--- config.mk ---
export PLATFORM = sky130hd
export DESIGN_NAME = imm_expand_top
export DESIGN_NICKNAME = d
export VERILOG_FILES = /design/src/rtl/imm_exp_pkg.sv /design/src/rtl/rotr_barrel.sv /design/src/rtl/wide_expand.sv /design/src/rtl/compact_expand.sv /design/src/rtl/aux_fields.sv /design/src/rtl/imm_expand_top.sv
export SDC_FILE = /design/constraint.sdc
export NUM_CORES = 1
export LEC_CHECK = 0
export BUFFER_PORTS_ARGS = -buffer_cell sky130_fd_sc_hd__buf_2
export CAP_MARGIN = 15
export CORE_UTILIZATION = 35
export DETAILED_ROUTE_END_ITERATION = 8
export GPL_TIMING_DRIVEN = 0
export PLACE_DENSITY_LB_ADDON = 0.25
export SETUP_SLACK_MARGIN = 0.15
export SLEW_MARGIN = 40
export SYNTH_ARGS = -nofsm -noshare
export SYNTH_HDL_FRONTEND = slang
export SYNTH_SLANG_ARGS = --single-unit
--- constraint.sdc ---
create_clock -name vclk -period 2.2
set_input_delay 0.33 -clock vclk [all_inputs]
set_output_delay 0.33 -clock vclk [all_outputs]
set_load 0.03 [all_outputs]
--- src/rtl/imm_exp_pkg.sv ---
// Package: shared widths, mode encoding and result type for the
// immediate expander. Assumes a 32-bit word built from four byte lanes.
package imm_exp_pkg;
    localparam int WORD_W  = 32;
    localparam int BYTE_W  = 8;
    localparam int FIELD_W = 12;
    localparam int ROT_W   = 5;
    localparam int REG_W   = 4;
    localparam int LANES   = WORD_W / BYTE_W;

    typedef enum logic {
        ENC_WIDE    = 1'b0,
        ENC_COMPACT = 1'b1
    } enc_mode_e;

    typedef struct packed {
        logic [WORD_W-1:0] value;
        logic              carry;
    } exp_result_t;
endpackage

--- src/rtl/rotr_barrel.sv ---
// Module: rotr_barrel
// Log-depth rotate-right network. One stage per bit of the amount; stage k
// rotates by 2**k when amount bit k is set. Assumes 2**(SH_W-1) < W.
module rotr_barrel #(
    parameter int W    = 32,
    parameter int SH_W = 5
) (
    input  logic [W-1:0]    din,
    input  logic [SH_W-1:0] amt,
    output logic [W-1:0]    dout
);
    logic [W-1:0] stg [0:SH_W];

    // Stage 0 is the raw input.
    assign stg[0] = din;

    for (genvar k = 0; k < SH_W; k++) begin : g_stage
        localparam int SH = 1 << k;
        // Conditionally rotate by this stage's power of two.
        assign stg[k+1] = amt[k] ? {stg[k][SH-1:0], stg[k][W-1:SH]} : stg[k];
    end

    assign dout = stg[SH_W];

    // Guard: a rotation never changes the number of set bits.
    always_comb begin
        p_rot_popcount_r1: assert ($countones(dout) == $countones(din))
            else $error("rotator changed population count");
    end
endmodule

--- src/rtl/wide_expand.sv ---
// Module: wide_expand
// Wide packing: byte in field[7:0] rotated right by twice field[11:8].
// Carry passes through for a zero rotation, else takes result bit WORD_W-1.
module wide_expand
    import imm_exp_pkg::*;
#(
    parameter int FW = FIELD_W,
    parameter int W  = WORD_W
) (
    input  logic [FW-1:0] field,
    input  logic          carry_in,
    output exp_result_t   res
);
    localparam int BW  = BYTE_W;
    localparam int RW  = FW - BW;   // width of the rotate nibble
    localparam int SHW = RW + 1;    // doubled amount width

    logic [W-1:0]   rot_out;
    logic [SHW-1:0] amount;
    logic           rot_zero;

    // Doubled rotate amount and its zero test.
    always_comb begin
        amount   = {field[FW-1:BW], 1'b0};
        rot_zero = (field[FW-1:BW] == '0);
    end

    rotr_barrel #(.W(W), .SH_W(SHW)) u_rot (
        .din  ({{(W-BW){1'b0}}, field[BW-1:0]}),
        .amt  (amount),
        .dout (rot_out)
    );

    // Result and carry selection.
    always_comb begin
        res.value = rot_out;
        res.carry = rot_zero ? carry_in : rot_out[W-1];
    end

    // Guard: zero rotation leaves the byte in place, upper bits clear.
    always_comb begin
        if (rot_zero) begin
            p_wide_norot_r1: assert (res.value[W-1:BW] == '0 &&
                                     res.value[BW-1:0] == field[BW-1:0])
                else $error("wide path moved byte without rotation");
        end
    end
endmodule

--- src/rtl/compact_expand.sv ---
// Module: compact_expand
// Compact packing: top two field bits zero selects byte replication by
// field[9:8]; otherwise {1,field[6:0]} is rotated right by field[11:7].
module compact_expand
    import imm_exp_pkg::*;
#(
    parameter int FW = FIELD_W,
    parameter int W  = WORD_W
) (
    input  logic [FW-1:0] field,
    input  logic          carry_in,
    output exp_result_t   res
);
    localparam int BW = BYTE_W;
    localparam int NL = W / BW;
    localparam int SW = ROT_W;

    logic [NL-1:0] lane_en;
    logic [W-1:0]  rep_val;
    logic [W-1:0]  rot_val;
    logic          rep_sel;

    // Which byte lanes carry the byte for each replication pattern.
    always_comb begin
        rep_sel = (field[FW-1:FW-2] == 2'b00);
        lane_en = '0;
        for (int i = 0; i < NL; i++) begin
            case (field[FW-3:FW-4])
                2'd0:    lane_en[i] = (i == 0);
                2'd1:    lane_en[i] = (i % 2 == 0);
                2'd2:    lane_en[i] = (i % 2 == 1);
                default: lane_en[i] = 1'b1;
            endcase
        end
    end

    for (genvar b = 0; b < NL; b++) begin : g_lane
        // Fill one lane with the byte or zero.
        assign rep_val[b*BW +: BW] = lane_en[b] ? field[BW-1:0] : '0;
    end

    rotr_barrel #(.W(W), .SH_W(SW)) u_rot (
        .din  ({{(W-BW){1'b0}}, 1'b1, field[BW-2:0]}),
        .amt  (field[FW-1:FW-SW]),
        .dout (rot_val)
    );

    // Pick the path and its carry rule.
    always_comb begin
        res.value = rep_sel ? rep_val : rot_val;
        res.carry = rep_sel ? carry_in : rot_val[W-1];
    end

    // Guards for both paths.
    always_comb begin
        if (rep_sel) begin
            p_rep_carry_r4: assert (res.carry == carry_in)
                else $error("replication path altered carry");
            if (field[FW-3:FW-4] == 2'd3) begin
                p_rep_all_r4: assert (res.value[W-1:W-BW] == res.value[BW-1:0])
                    else $error("full replication mismatch");
            end
        end else begin
            p_rot_ones_r5: assert ($countones(res.value) ==
                                   1 + $countones(field[BW-2:0]))
                else $error("implied one bit lost");
        end
    end
endmodule

--- src/rtl/aux_fields.sv ---
// Module: aux_fields
// Side outputs: zero-extended compact field, two word-scaled offsets and
// the forbidden-register flag. Assumes field already gathered upstream.
module aux_fields
    import imm_exp_pkg::*;
#(
    parameter int W  = WORD_W,
    parameter int FW = FIELD_W,
    parameter int RW = REG_W
) (
    input  logic [W-1:0]  word,
    input  logic [FW-1:0] field,
    input  logic [RW-1:0] reg_num,
    output logic [W-1:0]  imm12_zext,
    output logic [W-1:0]  off7_x4,
    output logic [W-1:0]  off8_x4,
    output logic          reg_forbidden
);
    localparam int B7 = 7;
    localparam int B8 = 8;
    localparam logic [RW-1:0] BAD_A = RW'(13);
    localparam logic [RW-1:0] BAD_B = RW'(15);

    // Extension, scaling and register screen.
    always_comb begin
        imm12_zext    = {{(W-FW){1'b0}}, field};
        off7_x4       = {{(W-B7-2){1'b0}}, word[B7-1:0], 2'b00};
        off8_x4       = {{(W-B8-2){1'b0}}, word[B8-1:0], 2'b00};
        reg_forbidden = (reg_num == BAD_A) || (reg_num == BAD_B);
    end

    // Guards on scaled ranges and the flag.
    always_comb begin
        p_off7_range_r7: assert (off7_x4 <= W'(508) && off7_x4[1:0] == 2'b00)
            else $error("off7 out of range");
        p_off8_range_r8: assert (off8_x4 <= W'(1020) && off8_x4[1:0] == 2'b00)
            else $error("off8 out of range");
        if (reg_forbidden) begin
            p_badreg_bits_r9: assert (reg_num[0] && reg_num[2] && reg_num[3])
                else $error("flag on a permitted register");
        end
    end
endmodule

--- src/rtl/imm_expand_top.sv ---
// Module: imm_expand_top
// Combinational immediate expander. Gathers the compact field, runs both
// packings in parallel and selects by enc_mode. No clock, no state.
module imm_expand_top
    import imm_exp_pkg::*;
(
    input  logic [31:0] instr_word,
    input  logic        enc_mode,
    input  logic        carry_in,
    input  logic [3:0]  reg_num,
    output logic [31:0] const_value,
    output logic        carry_out,
    output logic [31:0] imm12_zext,
    output logic [31:0] off7_x4,
    output logic [31:0] off8_x4,
    output logic        reg_forbidden
);
    localparam int HI_BIT = 26;
    localparam int MID_HI = 14;
    localparam int MID_LO = 12;

    logic [FIELD_W-1:0] cfield;
    exp_result_t        wide_res;
    exp_result_t        cmp_res;
    enc_mode_e          mode;

    // Gather the compact field from its three places.
    always_comb begin
        cfield = {instr_word[HI_BIT], instr_word[MID_HI:MID_LO],
                  instr_word[BYTE_W-1:0]};
        mode   = enc_mode_e'(enc_mode);
    end

    wide_expand #(.FW(FIELD_W), .W(WORD_W)) u_wide (
        .field    (instr_word[FIELD_W-1:0]),
        .carry_in (carry_in),
        .res      (wide_res)
    );

    compact_expand #(.FW(FIELD_W), .W(WORD_W)) u_cmp (
        .field    (cfield),
        .carry_in (carry_in),
        .res      (cmp_res)
    );

    aux_fields #(.W(WORD_W), .FW(FIELD_W), .RW(REG_W)) u_aux (
        .word          (instr_word),
        .field         (cfield),
        .reg_num       (reg_num),
        .imm12_zext    (imm12_zext),
        .off7_x4       (off7_x4),
        .off8_x4       (off8_x4),
        .reg_forbidden (reg_forbidden)
    );

    // Mode select of constant and carry.
    always_comb begin
        if (mode == ENC_COMPACT) begin
            const_value = cmp_res.value;
            carry_out   = cmp_res.carry;
        end else begin
            const_value = wide_res.value;
            carry_out   = wide_res.carry;
        end
    end

    // Guards at the output mux.
    always_comb begin
        if (mode == ENC_WIDE && instr_word[11:8] == 4'd0) begin
            p_wide_carry_r2: assert (carry_out == carry_in)
                else $error("wide zero-rotate carry not passed");
        end
        if (mode == ENC_COMPACT && imm12_zext[11:10] == 2'b00) begin
            p_top_repcarry_r4: assert (carry_out == carry_in)
                else $error("replication carry not passed");
        end
    end
endmodule

---- Word level (Yosys, flattened, before mapping) ----
Cells that the tools add are included.
Widths: inputs -> output; s select.
cells by class
  mux-type cells .......................... 17
  equality and inequality tests ........... 4
  reductions and logical operators ........ 6
operator list
  kind                count
  $mux 32             11
  $mux 8              3
  $eq 4x4->1 const B  2
  $logic_not 2->1     2
  $logic_not 4->1     1
  $reduce_or 2->1     2
  $mux 1              3
  $eq 2x1->1 const B  1
  $eq 2x2->1 const B  1
  $logic_or 1x1->1    1
word-level totals
  output and inout bits ................... 130
  register bits ........................... 0
  input bits .............................. 38
  logic and storage cells ................. 27

---- Depth between registers and ports, before layout ----
Gate-level depths: netlist of run 1.
  depth after elaboration ................. 7
  mapped depth ............................ 7
  gate-level depth less buffers ........... 4

---- Cells and area by module ----
From an unflattened synthesis of run 1, not the netlist that was laid out.
second synthesis, totals
  cells, all modules ...................... 451
  area total of the unflattened synthesis .. 5765.5 µm²
modules (own cells, without submodules)
  module          seq. area each (µm²)  area each (µm²)  cells an instance  times used
  rotr_barrel     0.0                   1949.4           116                2
  aux_fields      0.0                   730.7            98                 1
  imm_expand_top  0.0                   555.5            37                 1
  compact_expand  0.0                   553.0            81                 1
  wide_expand     0.0                   27.5             3                  1

---- Worst setup path after synthesis of run 1 ----
No wires, ideal clock.
  path kind ............................... in2out
  start ................................... input port instr_word[8]
  end ..................................... output port const_value[0]
  buffers on the path ..................... 1
  required time ........................... 1870 ps
  stages on the path ...................... 4
  arrival ................................. 1953 ps
  path slack .............................. -83 ps
  cell sequence ........................... buf_2 > mux2i_1 > mux2_2 > o41ai_1
on the way
  longest elaborated chain between the ends .. 5
RTL lines
  item                  line                  source
  start, declared       imm_expand_top.sv:7   input logic [31:0] instr_word,
  $mux 32 (4 in a row)  rotr_barrel.sv:20     assign stg[k+1] = amt[k] ? {stg[k][SH-1:0], stg[k][W-1:SH]} : stg[k];
  $mux 32               imm_expand_top.sv:58  if (mode == ENC_COMPACT) begin
  end, declared         imm_expand_top.sv:11  output logic [31:0] const_value,
Every way passes these cells.

---- Worst setup path in the final report of run 1 ----
  start ................................... input port instr_word[13]
  end ..................................... output port const_value[10]
on the way
  longest elaborated chain between the ends .. 5
  elaborated cells between the ends (all ways) .. 9
  classes of those cells .................. eq/ne (1); mux (6); reduce/logical (2)
RTL lines
  item                                                         line                                     source
  $eq 2x1->1 (tied with other cells)                           compact_expand.sv:28                     case (field[FW-3:FW-4])
  $reduce_or 2->1 (no line) / $mux 32 (equally long branches)  -
  $mux 8 / $mux 32 (equally long branches)                     compact_expand.sv:39, rotr_barrel.sv:20
  $mux 32 (*)                                                  compact_expand.sv:50                     res.value = rep_sel ? rep_val : rot_val;
  $mux 32 (*)                                                  imm_expand_top.sv:58
Every way passes the cells marked *; elsewhere a longest branch is shown, timed or not.

==> results of run 1 <==
-- power by group through the flow --
stage	combinational, mW	clock, mW	sequential [mW]
6_report	1.11	0	0
5_1_grt	1.15	0	0
4_1_cts	1.00	0	0
3_5_place_dp	0.932	0	0
3_3_place_gp	0.937	0	0
2_1_floorplan	0.732	0	0
-- routing by layer --
layer  track usage, %  share of wire, %  wire length [µm]
met4             7.42               4.0               437
met2             45.2                47              5120
met1             36.8                39              4240
met5                0                 0                 0
met3             2.67                10              1140
-- per-stage QoR --
| step | instance area, µm² | utilization, % | worst slack, ps | hold slack [ps] | TNS, ps |
|---|---|---|---|---|---|
| floorplan | 2780 | - | 177 | 792 | 0 |
| global placement | 3280 | 48.0 | -294 | 911 | -3190 |
| detailed placement | 3280 | 48.0 | -260 | 911 | -2570 |
| CTS | 3530 | 51.7 | 21.0 | 911 | 0 |
| global route | 3840 | 56.2 | 17.2 | 915 | 0 |
| finish | 3840 | 56.2 | 68.6 | 910 | 0 |
-- logic make-up after synthesis --
| kind of cell | count (synthesis) |
|---|---|
| AO/OA/AOI/OAI | 105 |
| buffers and inverters | 136 |
| multiplexers | 27 |
| other | 1 |
| AND/OR/NAND/NOR | 115 |
-- Yosys cell counts, drive strengths merged (9+ instances only) --
master,count
nor2b,9
nor2,23
o21ai,25
clkbuf,15
nand2b,10
a21oi,14
a22oi,10
inv,9
o22ai,9
buf,111
nand2,23
mux2i,25
a31oi,10
nand3,14
-- final cells by class --
cell class	count	area, µm²	area share (%)
Multi-Input combinational cell	316	2200	57.5
Inverter	10	45.0	1.17
Tap cell	96	120	3.13
Timing Repair Buffer	83	507	13.2
Buffer	126	960	25.0
-- worst paths after layout --
kind                       start         endpoint  slack, ps  depth (start not counted)
setup / recovery  instr_word[13]  const_value[10]         70                          7
hold / removal     instr_word[6]    imm12_zext[6]        910                          2
-- timing repair --
action | in CTS | in global routing
setup endpoints to repair | 33 | 32
gates resized for setup | 66 | 92
pin swaps | 2 | 5
hold endpoints to repair | 0 | 0
setup buffers | 5 | 3
==> flow_metrics.env, run 1 <==
export IMPL_outcome="finished, final reports clean"
export IMPL_cpPeakStageDelay_ps=250
export IMPL_fin_crit_sh_pct=96.9
export IMPL_crit_family="buffers and inverters"
export IMPL_grtUsageTotal_pct=27.0
export IMPL_slew_violations=0
export IMPL_pwr_share_clk_pct=0
export IMPL_critPathBufInv=4
export IMPL_leakage_nw=1.90
export IMPL_startpoint_type="primary input"
export IMPL_antenna_found_initial=0
export IMPL_io_pins=168
export IMPL_area_growth_pct=53.8
export IMPL_numSequentialCells=0
export IMPL_maxCapViolations=0
export IMPL_period_needed_ps=2130
export IMPL_instances_no_fill=631
export IMPL_hold_class="primary input to output pin"
export IMPL_diodes=0
export IMPL_gp_congestion=0.954
export IMPL_avgViaCountPerCell=5.40
export IMPL_synth_cell_types=55
export IMPL_synthMuxAreaShare_pct=11.7
export IMPL_wl_mm=10.9
export IMPL_ys_warn_count=0
export IMPL_avgSynthCellArea_um2=6.50
export IMPL_endpoint_kind="output pin"
export IMPL_start_util_pct=36.5
export IMPL_vias=3409
export IMPL_seqPwrFrac_pct=0
export IMPL_synthCells=384
export IMPL_ys_seq_area_share_pct=0
export IMPL_num_rows=30
export IMPL_swShare_pct=64.2
export IMPL_port_buffers=75
export IMPL_crit_required_ps=1870
export IMPL_tightest_slew_ps=462
export IMPL_finalHoldViolCount=0
export IMPL_crit_fanout=10
export IMPL_synth_area_um2=2490
export IMPL_grt_setup_unrepaired="true"
export IMPL_mostFrequentLayoutCells="113 x buf_4, 69 x conb_1, 64 x buf_2"
export IMPL_hpwl_mm=7.88
export IMPL_slowest_stage="clkbuf_4"
export IMPL_grt_pass1_vias=2899
export IMPL_firstDrtPassIters=6
export IMPL_synthTopCellsByArea="buf_4 29%, mux2i_1 9.2%, o21ai_0 5.0%"
export IMPL_core_area_um2=6830
export IMPL_totalPowerFinal_mw=1.11
export IMPL_die_w_um=86.4
export IMPL_p_per_area_nw_per_um2=288
export IMPL_place_inst=623
export IMPL_routedWlPerCell_um=17.3
export IMPL_drive_above_1_share_pct=49.3
export IMPL_grt_ovfl_total=0
export IMPL_peakVddDrop_mv=0.127
export IMPL_worst_ep_arrival_time_ps=1800
export IMPL_synth_compound_area_share_pct=28.5
export IMPL_crit_type="primary input to output pin"
export IMPL_ant_nets=0
export IMPL_drc=0
export IMPL_drtIter0Drc=409
export IMPL_grt_pass1_wl_mm=15.8
export IMPL_layout_nets=575
export IMPL_num_clock_buffers=0
export IMPL_fillerInstances=691
export IMPL_final_common_cell="buf_4"
export IMPL_netlist_area_leader_share_pct=29.2
export IMPL_p_comb_share_pct=100.0
export IMPL_internal_power_mw=0.396
export IMPL_grt_start_max_net_pins=12
export IMPL_fmaxAchievable_ghz=0.469
export IMPL_power_switching_mw=0.710
export IMPL_cp_common_cell="buf_2"
export IMPL_synth_top_area_cell="buf_4"
export IMPL_yosys_area_share_simple_pct=23.7
export IMPL_synth_top_family_by_area="buffers and inverters"
export IMPL_chipHeight_um=86.4
export IMPL_setup_viol=0
export IMPL_area_sequential_um2=0
export IMPL_slew_limit_headroom_pct=68.3
export IMPL_yosys_area_share_adder_pct=0
export IMPL_synth_xor_area_share_pct=0
export IMPL_hold_buffers=0
export IMPL_die_area_um2=7470
export IMPL_path_cells="buf_2 -> buf_4 -> clkbuf_4 -> a21oi_1 -> a21oi_2 -> o221ai_1 -> buf_2"
Note: power is estimated with default switching activity, not from simulation.
==> run 2: changes to the inputs <==
Settings changed: ABC_AREA from default to 0, CORE_UTILIZATION 35 to 50, SYNTH_HIERARCHICAL from default to 1.
==> flow_metrics.env, run 2 <==
export IMPL_io_pins=168
export IMPL_drive_above_1_share_pct=60.7
export IMPL_avgViaCountPerCell=5.36
export IMPL_antenna_found_initial=0
export IMPL_fin_area_um2=8210
export IMPL_num_clock_buffers=0
export IMPL_fin_hold_ws_ps=911
export IMPL_grt_start_max_net_pins=16
export IMPL_routedWlPerCell_um=18.2
export IMPL_finalHoldViolCount=0
export IMPL_area_growth_pct=42.4
export IMPL_final_common_cell="conb_1"
export IMPL_synthTopCellsByArea="mux4_2 49%, mux2_2 13%, buf_4 13%"
export IMPL_wl_mm=17.6
export IMPL_chipHeight_um=109
export IMPL_drc=0
export IMPL_synthCells=451
export IMPL_setup_viol=33
export IMPL_p_per_area_nw_per_um2=356
export IMPL_path_cells="buf_8 -> buf_12 -> buf_12 -> mux4_2 -> mux4_2 -> mux2_4 -> mux2_4 -> mux2_4 -> buf_6"
export IMPL_cpPeakStageDelay_ps=540
export IMPL_netlist_area_leader_share_pct=49.2
export IMPL_worst_ep_arrival_time_ps=2630
export IMPL_numSequentialCells=0
export IMPL_hpwl_mm=13.6
export IMPL_slowest_stage="mux4_2"
export IMPL_tightest_slew_ps=775
export IMPL_core_area_um2=11000
export IMPL_synth_most_common_cell="mux4_2"
export IMPL_hold_class="primary input to output pin"
export IMPL_cp_common_cell="mux2_4"
export IMPL_diodes=0
export IMPL_period_needed_ps=2960
export IMPL_crit_required_ps=1870
export IMPL_outcome="finished with violations"
export IMPL_slew_violations=0
export IMPL_ys_seq_area_share_pct=0
export IMPL_mostFrequentLayoutCells="266 x conb_1, 140 x buf_4, 126 x mux4_2"
export IMPL_synth_top_area_cell="mux4_2"
export IMPL_fillerInstances=785
export IMPL_synth_area_um2=5770
export IMPL_slew_limit_headroom_pct=48.3
export IMPL_synth_commonest_cells="126 x mux4_2, 96 x buf_4, 67 x mux2_2, 30 x mux2_4, 24 x o21ai_0"
export IMPL_die_w_um=109
export IMPL_maxCapViolations=0
export IMPL_fin_ws_ps=-764
export IMPL_finalSetupTns_ps=-22200
export IMPL_grt_setup_unrepaired="true"
export IMPL_ant_nets=0
export IMPL_drtIter0Drc=448
export IMPL_grt_pass1_wl_mm=25.7
export IMPL_die_area_um2=12000
export IMPL_seqPwrFrac_pct=0
export IMPL_endpoint_kind="output pin"
export IMPL_leakage_nw=3.98
export IMPL_gp_congestion=1.00
export IMPL_fin_crit_sh_pct=135
export IMPL_pwr_share_clk_pct=0
export IMPL_power_switching_mw=1.42
export IMPL_critPathBufInv=4
export IMPL_startpoint_type="primary input"
export IMPL_placed_cell_area_um2=7450
export IMPL_crit_family="multiplexers"
export IMPL_start_util_pct=52.3
export IMPL_peakVddDrop_mv=0.328
export IMPL_swShare_pct=48.7
export IMPL_fmaxAchievable_ghz=0.337
export IMPL_grt_ovfl_total=0
export IMPL_synth_cell_types=22
export IMPL_ys_warn_count=6
export IMPL_vias=5185
export IMPL_area_sequential_um2=0
export IMPL_crit_type="primary input to output pin"
export IMPL_avgSynthCellArea_um2=12.8
export IMPL_violations="negative setup slack"
export IMPL_layout_nets=867
export IMPL_port_buffers=78
export IMPL_internal_power_mw=1.50
export IMPL_firstDrtPassIters=7
export IMPL_p_comb_share_pct=100.0
export IMPL_grt_pass1_vias=4820
export IMPL_num_rows=38
export IMPL_crit_fanout=4
export IMPL_grtUsageTotal_pct=28.8
export IMPL_hold_buffers=0
==> run 2: final timing paths <==
check           start             end  slack (ps)  depth (start not counted)
min    instr_word[26]  imm12_zext[11]         910                          2
max     instr_word[8]       carry_out        -760                          9
==> run 2: final cells by class <==
class,count,area [µm²],share of cell area [%]
timing repair buffer,115,967,11.8
buffer,150,1240,15.1
multi-input combinational,554,5800,70.6
inverter,8,30.0,0.366
tap,140,175,2.13
==> run 2: power by group through the flow <==
stage | logic [mW] | clock network [mW] | registers [mW]
finish | 2.92 | 0 | 0
global route | 3.05 | 0 | 0
CTS | 2.73 | 0 | 0
detailed placement | 2.45 | 0 | 0
global placement | 2.42 | 0 | 0
floorplan | 1.99 | 0 | 0
==> run 2: kinds of logic (layout without fill, tap and decap cells) <==
family | after synthesis | after routing | synth area share [%]
buf+inv | 159 | 273 | 20.7
compound gates | 48 | 48 | 6.25
other cells | 4 | 266 | 0.260
mux | 227 | 227 | 71.4
simple gates | 13 | 13 | 1.39
==> run 2: per-layer routing <==
layer	part of all wire, %	wire [µm]	vias up	track usage [%]
met4	2.5	433	0	5.24
met5	0	0	-	0
met2	50	8780	385	50.2
met1	37	6500	2515	39.2
li1	-	-	2250	-
met3	11	1870	35	3.14
==> run 2: what timing repair did <==
action / 4_1_cts / 5_1_grt
endpoints found under the setup margin: 33 / 33
gates cloned: 1 / 1
pin swaps: 4 / 4
resized for setup: 112 / 36
setup buffers: 26 / 9
==> run 2: through the flow <==
stage | utilization [%] | total power, mW | instances | worst slack [ps]
2_1_floorplan | - | 1.99 | 713 | -527
6_report | 74.4 | 2.92 | 967 | -764
5_1_grt | 74.4 | 3.05 | 967 | -773
3_5_place_dp | 67.5 | 2.45 | 931 | -1120
3_3_place_gp | 67.5 | 2.42 | 931 | -1020
4_1_cts | 72.6 | 2.73 | 957 | -732
==> run 3: changes to the inputs <==
Clock period 2.2 ns to 3.15 ns, I/O delays scaled along.
==> flow_metrics.env, run 3 (synthesis gave the netlist of run 2 again) <==
export IMPL_fin_crit_sh_pct=103
export IMPL_vias=5167
export IMPL_wl_mm=17.3
export IMPL_violations="negative setup slack"
export IMPL_crit_required_ps=2680
export IMPL_hold_buffers=0
export IMPL_instances_no_fill=962
export IMPL_endpoint_kind="output pin"
export IMPL_die_area_um2=12000
export IMPL_fillerInstances=798
export IMPL_place_ws_ps=-675
export IMPL_crit_fanout=5
export IMPL_leakage_nw=3.93
export IMPL_io_pins=168
export IMPL_core_area_um2=11000
export IMPL_chipHeight_um=109
export IMPL_start_util_pct=52.3
export IMPL_drc=0
export IMPL_finalHoldViolCount=0
export IMPL_mostFrequentLayoutCells="266 x conb_1, 129 x buf_4, 126 x mux4_2"
export IMPL_peakVddDrop_mv=0.196
export IMPL_ant_nets=0
export IMPL_tightest_slew_ps=756
export IMPL_startpoint_type="primary input"
export IMPL_num_clock_buffers=0
export IMPL_routedWlPerCell_um=18.0
export IMPL_crit_type="primary input to output pin"
export IMPL_hold_class="primary input to output pin"
export IMPL_drive_above_1_share_pct=60.0
export IMPL_place_inst=931
export IMPL_grt_ovfl_total=0
export IMPL_outcome="finished with violations"
export IMPL_drtIter0Drc=539
export IMPL_period_needed_ps=3250
export IMPL_fmaxAchievable_ghz=0.308
export IMPL_fin_ws_ps=-101
export IMPL_layout_nets=862
export IMPL_worst_ep_arrival_time_ps=2780
export IMPL_slew_limit_headroom_pct=49.6
export IMPL_avgViaCountPerCell=5.37
export IMPL_diodes=0
export IMPL_grt_setup_unrepaired="true"
export IMPL_final_util_pct=73.9
export IMPL_area_growth_pct=41.4
export IMPL_hpwl_mm=13.7
export IMPL_multi_input_comb_area_um2=5780
export IMPL_grt_start_max_net_pins=16
export IMPL_firstDrtPassIters=5
export IMPL_slew_violations=0
export IMPL_setup_viol=17
export IMPL_die_w_um=109
export IMPL_antenna_found_initial=0
export IMPL_numSequentialCells=0
export IMPL_gp_congestion=0.951
export IMPL_fin_hold_ws_ps=1200
export IMPL_port_buffers=78
export IMPL_area_sequential_um2=0
export IMPL_grt_pass1_vias=4983
export IMPL_num_rows=38
export IMPL_placed_cell_area_um2=7360
export IMPL_p_per_area_nw_per_um2=247
export IMPL_final_common_cell="conb_1"
export IMPL_maxCapViolations=0
export IMPL_grt_pass1_wl_mm=26.7
export IMPL_grtUsageTotal_pct=29.6
export IMPL_fin_area_um2=8150
run 3: report_power, final:
group / internal, mW / leakage (nW) / switching, mW
logic: 1.03 / 3.93 / 0.985
clock network: 0 / 0 / 0
registers: 0 / 0 / 0
total: 1.03 / 3.93 / 0.985
run 3: area by class of cell:
type / instances / share of cell area (%)
buffer: 151 / 15.4
inverter: 8 / 0.368
tap: 140 / 2.15
multi-input combinational: 554 / 70.9
timing repair buffer: 109 / 11.2
run 3: through the flow:
step	setup TNS, ps	total power [mW]
floorplan	0	1.35
global placement	-13140	1.66
detailed placement	-16090	1.68
CTS	-328	1.92
global route	-1380	2.11
finish	-521	2.02
run 3: path summary, 6_finish.rpt:
path,to,cells after the start,startpoint,slack (ps)
setup / recovery,carry_out,9,instr_word[10],-100
hold / removal,imm12_zext[10],2,instr_word[14],1200
run 3: routing by layer:
metal	GRT usage, %	share of wire [%]
met2	50.6	49
met5	0	0
met4	9.14	3.4
met1	39.1	36
met3	4.15	11
run 3: worst max-delay path: stages:
cell and delay [ps]:
buf_6 90, buf_8 90, buf_8 100, mux4_2 510, mux4_2 530, mux2_4 300, mux2_4 260, mux2_4 270
buf_6 140
run 3: timing repair:
item / in CTS / in global routing
setup endpoints to repair: 33 / 33
pin swaps: 4 / 4
cloned: 0 / 1
setup buffers: 26 / 4
resized for setup: 153 / 27
